`config.mk`:
```
export PLATFORM = sky130hd
export DESIGN_NAME = pg_supervisor
export DESIGN_NICKNAME = d
export VERILOG_FILES = /design/src/rtl/pg_pkg.sv /design/src/rtl/pg_sync.sv /design/src/rtl/pg_delay_timer.sv /design/src/rtl/pg_fault_latch.sv /design/src/rtl/pg_supervisor.sv
export SDC_FILE = /design/constraint.sdc
export NUM_CORES = 1
export LEC_CHECK = 0
export BUFFER_PORTS_ARGS = -buffer_cell sky130_fd_sc_hd__buf_2
export CORE_AREA = 10 10 79 81
export CTS_BUF_LIST = sky130_fd_sc_hd__clkbuf_4 sky130_fd_sc_hd__clkbuf_8 sky130_fd_sc_hd__clkbuf_16
export DETAILED_ROUTE_END_ITERATION = 16
export DIE_AREA = 0 0 89 91
export PLACE_DENSITY_LB_ADDON = 0.15
export SKIP_CTS_REPAIR_TIMING = 1
export SLEW_MARGIN = 20
export SYNTH_ARGS = -nofsm -noshare
export SYNTH_HDL_FRONTEND = slang
export SYNTH_SLANG_ARGS = --single-unit
```
`constraint.sdc`:
```
create_clock -name clk -period 5 [get_ports clk]
set_clock_uncertainty 0.15 [all_clocks]
set_input_delay 0.25 -clock clk [delete_from_list [all_inputs] [get_ports clk]]
set_output_delay 0.25 -clock clk [all_outputs]
set_load 0.05 [all_outputs]
```
`src/rtl/pg_pkg.sv`:
```
package pg_pkg;
  localparam int unsigned SYNC_STAGES = 2;

  typedef struct packed {
    logic uv;
    logic ov;
  } win_flags_t;
endpackage

```
`src/rtl/pg_sync.sv`:
```
module pg_sync #(
  parameter int unsigned WIDTH  = 2,
  parameter int unsigned STAGES = 2
) (
  input  logic             clk,
  input  logic             rst,
  input  logic [WIDTH-1:0] d_i,
  output logic [WIDTH-1:0] q_o
);
  logic [WIDTH-1:0] stage_q [STAGES];

  always_ff @(posedge clk) begin
    if (rst) stage_q[0] <= '0;
    else     stage_q[0] <= d_i;
  end

  for (genvar s = 1; s < STAGES; s++) begin : g_stage
    always_ff @(posedge clk) begin
      if (rst) stage_q[s] <= '0;
      else     stage_q[s] <= stage_q[s-1];
    end
  end

  assign q_o = stage_q[STAGES-1];
endmodule

```
`src/rtl/pg_delay_timer.sv`:
```
module pg_delay_timer #(
  parameter int unsigned DELAY_CYCLES = 100000
) (
  input  logic clk,
  input  logic rst,
  input  logic hold_i,
  input  logic arm_i,
  output logic expired_o
);
  localparam int unsigned CNT_W = $clog2(DELAY_CYCLES + 1);
  localparam logic [CNT_W-1:0] LIMIT = CNT_W'(DELAY_CYCLES);

  logic             armed_q;
  logic [CNT_W-1:0] cnt_q;

  always_ff @(posedge clk) begin
    if (rst || hold_i) begin
      armed_q <= 1'b0;
      cnt_q   <= '0;
    end else if (arm_i) begin
      armed_q <= 1'b1;
      cnt_q   <= '0;
    end else if (armed_q && cnt_q != LIMIT) begin
      cnt_q <= cnt_q + 1'b1;
    end
  end

  assign expired_o = armed_q && (cnt_q == LIMIT);

  // counter saturates at its limit
  a_r9_cnt_bound: assert property (@(posedge clk) disable iff (rst)
    cnt_q <= LIMIT);
  a_r9_saturate: assert property (@(posedge clk) disable iff (rst)
    (expired_o && !hold_i && !arm_i) |=> expired_o);
endmodule

```
`src/rtl/pg_fault_latch.sv`:
```
module pg_fault_latch (
  input  logic clk,
  input  logic rst,
  input  logic fault_i,
  input  logic restart_i,
  output logic latched_o
);
  always_ff @(posedge clk) begin
    if (rst)            latched_o <= 1'b0;
    else if (fault_i)   latched_o <= 1'b1;
    else if (restart_i) latched_o <= 1'b0;
  end

  // only a soft-start attempt clears the latch
  a_r8_hold: assert property (@(posedge clk) disable iff (rst)
    (latched_o && !restart_i) |=> latched_o);
  // a fault is always captured
  a_r7_capture: assert property (@(posedge clk) disable iff (rst)
    fault_i |=> latched_o);
endmodule

```
`src/rtl/pg_supervisor.sv`:
```
module pg_supervisor #(
  parameter int unsigned DELAY_CYCLES = 100000
) (
  input  logic clk,
  input  logic rst,
  input  logic en_i,
  input  logic ss_active_i,
  input  logic ss_done_i,
  input  logic uv_i,
  input  logic ov_i,
  input  logic fault_i,
  output logic pg_release_o
);
  import pg_pkg::*;

  win_flags_t win_raw, win_sync;
  logic       ss_prev_q;
  logic       ss_start;
  logic       delay_hold;
  logic       delay_done;
  logic       fault_held;

  assign win_raw.uv = uv_i;
  assign win_raw.ov = ov_i;

  pg_sync #(.WIDTH(2), .STAGES(SYNC_STAGES)) u_sync (
    .clk (clk),
    .rst (rst),
    .d_i (win_raw),
    .q_o (win_sync)
  );

  always_ff @(posedge clk) begin
    if (rst) ss_prev_q <= 1'b0;
    else     ss_prev_q <= ss_active_i;
  end
  assign ss_start   = ss_active_i && !ss_prev_q;
  assign delay_hold = !en_i || ss_active_i;

  pg_delay_timer #(.DELAY_CYCLES(DELAY_CYCLES)) u_timer (
    .clk       (clk),
    .rst       (rst),
    .hold_i    (delay_hold),
    .arm_i     (ss_done_i),
    .expired_o (delay_done)
  );

  pg_fault_latch u_fault (
    .clk       (clk),
    .rst       (rst),
    .fault_i   (fault_i),
    .restart_i (ss_start),
    .latched_o (fault_held)
  );

  always_ff @(posedge clk) begin
    if (rst) pg_release_o <= 1'b0;
    else     pg_release_o <= en_i && !ss_active_i && delay_done &&
                             !win_sync.uv && !win_sync.ov &&
                             !fault_held && !fault_i;
  end


  a_r2_en_low: assert property (@(posedge clk) disable iff (rst)
    !en_i |=> !pg_release_o);

  a_r3_softstart: assert property (@(posedge clk) disable iff (rst)
    ss_active_i |=> !pg_release_o);

  a_r7_fault_low: assert property (@(posedge clk) disable iff (rst)
    fault_i |=> !pg_release_o);

  a_r4_rise_after_delay: assert property (@(posedge clk) disable iff (rst)
    $rose(pg_release_o) |-> $past(delay_done));

  a_r1_reset_low: assert property (@(posedge clk)
    rst |=> !pg_release_o);
endmodule

```
# Word level (Yosys, flattened, before mapping)
# Memories as Yosys holds them, arrays and structs flattened.
# Cells that the tools add are included.
[totals]
ff_bits = 21
latch_bits = 0
ramBits = 4
rom_bits = 0
out_inout_bits = 1
wordCells = 38
mem_count = 1
[memory_table]
columns = ["name", "words", "width", "read_ports", "rd_ports_with_merged_regs", "wr", "line_no", "source"]
rows = [
  ["u_sync.stage_q", 2, 2, 2, 0, 2, "pg_sync.sv:10", "logic [WIDTH-1:0] stage_q [STAGES];"],
]
[classes]
add_sub_neg = 1
mul = 0
div_mod_pow = 0
order_cmp = 0
n_eq_ne = 2
shift = 0
n_mux = 7
bitwise_logic = 2
reduce_logical = 20
[ops]
columns = ["op", "count"]
rows = [
  ["$add 17x1->17 const B", 1],
  ["$eq 17x17->1 const B", 1],
  ["$ne 17x17->1 const B", 1],
  ["$logic_and 1x1->1", 9],
  ["$logic_not 1->1", 7],
  ["$mux 1", 5],
  ["$mux 2", 2],
  ["$logic_or 1x1->1", 2],
  ["$or 1x1->1", 2],
  ["$reduce_bool 2->1", 1],
  ["$reduce_or 2->1", 1],
]

# Depth between registers and ports, before layout
[depth]
word_depth = 7
ltp_mapped = 6

# By module
# From an unflattened synthesis, not the netlist that was laid out.
[unflattened]
hier_cells = 125
area_unflattened_um2 = 1114.8
[modules_own_cells]
columns = ["module", "n_inst", "cells_per_inst", "area_per_inst_um2"]
rows = [
  ["pg_delay_timer", 1, 106, 893.4],
  ["pg_sync", 1, 8, 105.1],
  ["pg_supervisor", 1, 7, 77.6],
  ["pg_fault_latch", 1, 4, 38.8],
]

# Least setup slack after synthesis
# OpenSTA, ideal clock, no wires.
[synth_path]
path_type = "register to register"
start = "register u_timer.cnt_q[0]"
end = "register u_timer.cnt_q[14]"
setup_ns = 0.116
t_arrival_ns = 1.474
required_time_ns = 4.734
slack_ns = 3.260
path_stages_with_launch = 7
n_path_buf = 0
synth_period_minus_slack_ns = 1.740
path_cell_list = "dfxtp_1 -> inv_1 -> ha_1 -> and4bb_2 -> a41oi_4 -> a31oi_1 -> a41o_1"
[synth_via]
elab_chain_len = 2
word_cells_on_any_way = 3
[synth_lines]
columns = ["element", "line_no", "source"]
rows = [
  ["start: declaration", "pg_delay_timer.sv:14", "logic [CNT_W-1:0] cnt_q;"],
  ["start signal: assignment", "pg_delay_timer.sv:24", "cnt_q <= cnt_q + 1'b1;"],
  ["branches (longest 2 deep; another with $add 17x1->17)", "-", ""],
]
# Several ways; the timed one is not identified.
# A chain may end at the register's enable or synchronous reset.

# Final worst setup path
# Ends and elaborated chain as after synthesis.

==> results_dict.tcl <==
set metrics [dict create \
    synthAdderAreaFrac_pct 2.22 \
    synth.largest_area_cell "dfxtp_1" \
    drt-total-wl_um 2380 \
    grt_overflow 0 \
    slew_headroom_pct 54.6 \
    seq_area_frac_synth_pct 44.4 \
    wire_per_inst_um 13.0 \
    cp.arrival_ns 1.92 \
    syn_area_mm2 0.00113 \
    fin_cells 182 \
    antenna_cells 0 \
    drtIter0Drc 67 \
    htreeDepth 1 \
    final-hold-violation-count 0 \
    first_global_vias 896 \
    start_util_pct 24.2 \
    clockRootBuffer "clkbuf_8" \
    power.density_mw_per_mm2 266 \
    worst_slack_ns 3.10 \
    synth_edf_count 0 \
    drtPass1Iterations 4 \
    dpl_cell_area_mm2 0.00122 \
    dpl_worst_slack_ns 3.13 \
    ir_drop_mv 0.0777 \
    synth_compound_area_share_pct 10.8 \
    grt_use_total_pct 6.54 \
    synth.area.mux_share_pct 0.888 \
    gp_congestion 0.710 \
    ys_top_cells_by_count "dfxtp_1, nor2_1, nand4_1" \
    rsz0062_at_grt "no" \
    cts_tree "yes" \
    path_class "flip-flop to flip-flop" \
    critical_path.max_fanout 10 \
    ys_ff_latch 25 \
    layout-drive-gt1-share_pct 13.3 \
    setup_viol 0 \
    grt_max_degree 17 \
    grt_pass1_wl_um 4330 \
    postSynth.asyncResetShare_pct 0 \
    antenna_left 0 \
    die_w_um 89 \
    fin_crit_sh_pct 38.1 \
    leakage_nw 0.448 \
    ys.flop_type "dfxtp_1" \
    synth_cell_types 31 \
    synth_nets 130 \
    dpl.hpwl_um 1690 \
    netlist_instances 120 \
    cts_buffers 3 \
    tightest_slew_ns 0.681 \
    fin_nets 139 \
    drc 0 \
    via_per_inst 4.86 \
    ys_warn_count 0 \
    max_cap_viol_count 0 \
    ios 9 \
    antenna_found_initial 0 \
    dieArea_mm2 0.00810 \
    clkLatencyLatePin_ns 0.27 \
    final_area_mm2 0.00127 \
    cp_data_required_time_ns 5.02 \
    status "completed" \
    cp-start-kind "flip-flop" \
    core_mm2 0.00466 \
    end_kind "flip-flop" \
    cts_max_path_buffers 2 \
    fin_crit_ns 1.90 \
    synth.most_common_cell "dfxtp_1" \
    std_cell_rows 25 \
    avgSynthCellArea_um2 9.39 \
    cts.sinks 25 \
    synthToLayoutAreaGrowth_pct 12.4 \
    fmax_ghz 0.525 \
    synth-xor-area-share_pct 6.99 \
    finalPower_mw 0.337 \
    slew_violations 0 \
    synth.top_cells.by_area "dfxtp_1, xor2_1, nand4_1" \
    clkTransAtPathRegs_ns 0.09 \
    synthSimpleGateAreaFrac_pct 32.3 \
    die_h_um 91 \
    io_buffers 8 \
    synth_top_area_share_pct 44.4 \
    dp_cells 178 \
    min_path_type "primary input to flip-flop" \
    tns_ns 0 \
    num_vias 884 \
    synth_top_family_by_area "simple AND/OR/NAND/NOR gates" \
]
-- logic make-up (layout without fill, tap and decap cells) --
family / after synthesis / after routing
AOI/OAI and AO/OA: 16 / 16
xor gates and xnor gates: 9 / 9
adders and majority gates: 2 / 2
buffers and inverters: 7 / 15
DFF: 25 / 25
muxes: 1 / 1
and+or+nand+nor: 60 / 60
-- per-stage QoR --
| stage | hold WS, ns | utilization [%] |
|---|---|---|
| 6_report | 0.0335 | 27.2 |
| 5_1_grt | 0.0369 | 27.2 |
| 4_1_cts | 0.0268 | 27.2 |
| 3_5_place_dp | 0.274 | 26.1 |
| 3_3_place_gp | 0.268 | 26.1 |
| 2_1_floorplan | 0.172 | - |
-- power by group --
group	internal (mW)	total [mW]	switching, mW
Combinational	0.00530	0.0114	0.00614
Clock	0.0564	0.122	0.0658
Sequential	0.202	0.203	0.00155
-- final timing paths --
| check | slack, ns | from | cells past startpoint | end |
|---|---|---|---|---|
| worst max-delay path | 3.10 | u_timer.cnt_q[0] | 6 | u_timer.cnt_q[14] |
| worst min-delay path | 0.03 | ov_i | 2 | u_sync.stage_q[0][0] |
| worst max register to register | 3.10 | u_timer.cnt_q[0] | 6 | u_timer.cnt_q[14] |
| worst min register to register | 0.29 | u_sync.stage_q[0][0] | 1 | u_sync.stage_q[1][0] |
-- routing by layer --
metal  up-vias  routed length, µm  GRT usage [%]
met5         -                  0              0
met4         0                 38           4.24
met3         2                 54           1.25
met2        12               1120           10.1
met1       418               1160           7.98
li1        452                  -              -
-- critical path, stage by stage, from the launching register on --
cell and delay [ns]:
dfxtp_1 0.41, inv_1 0.06, ha_1 0.19, and4bb_2 0.26, a41oi_4 0.36, a31oi_1 0.15
a41o_1 0.22
-- state kept, by name (all words and copies together), names as in the netlist --
| register | count |
|---|---|
| u_timer.cnt_q | 17 |
| u_sync.stage_q | 4 |
| ss_prev_q | 1 |
| pg_release_o | 1 |
| u_timer.armed_q | 1 |
| u_fault.latched_o | 1 |
-- final cells by class --
class | count | area (µm²)
Tap cell | 54 | 67.6
Timing Repair Buffer | 8 | 40.0
Sequential cell | 25 | 500
Inverter | 3 | 11.3
Clock buffer | 3 | 41.3
Fill cell | 499 | 3390
Multi-Input combinational cell | 88 | 599
Clock inverter | 1 | 7.51
-- cells in the final DEF, fill, tap and decap left out, types with 2 or more instances in the layout --
cell type,Yosys,layout
and4_1,3,3
a31o_1,2,2
clkbuf_8,0,3
inv_1,3,3
nor4b_2,2,2
or3_1,3,3
nand4_1,9,9
ha_1,2,2
dfxtp_1,25,25
nand2_1,6,6
o21ai_0,3,3
nor2b_1,5,5
buf_2,1,8
nand2b_1,3,3
a21oi_1,6,6
xor2_1,8,8
nor2_1,14,14
nand3_1,5,5
and3_1,4,4
and4bb_2,2,2
Power figures use the tool's default switching activity.
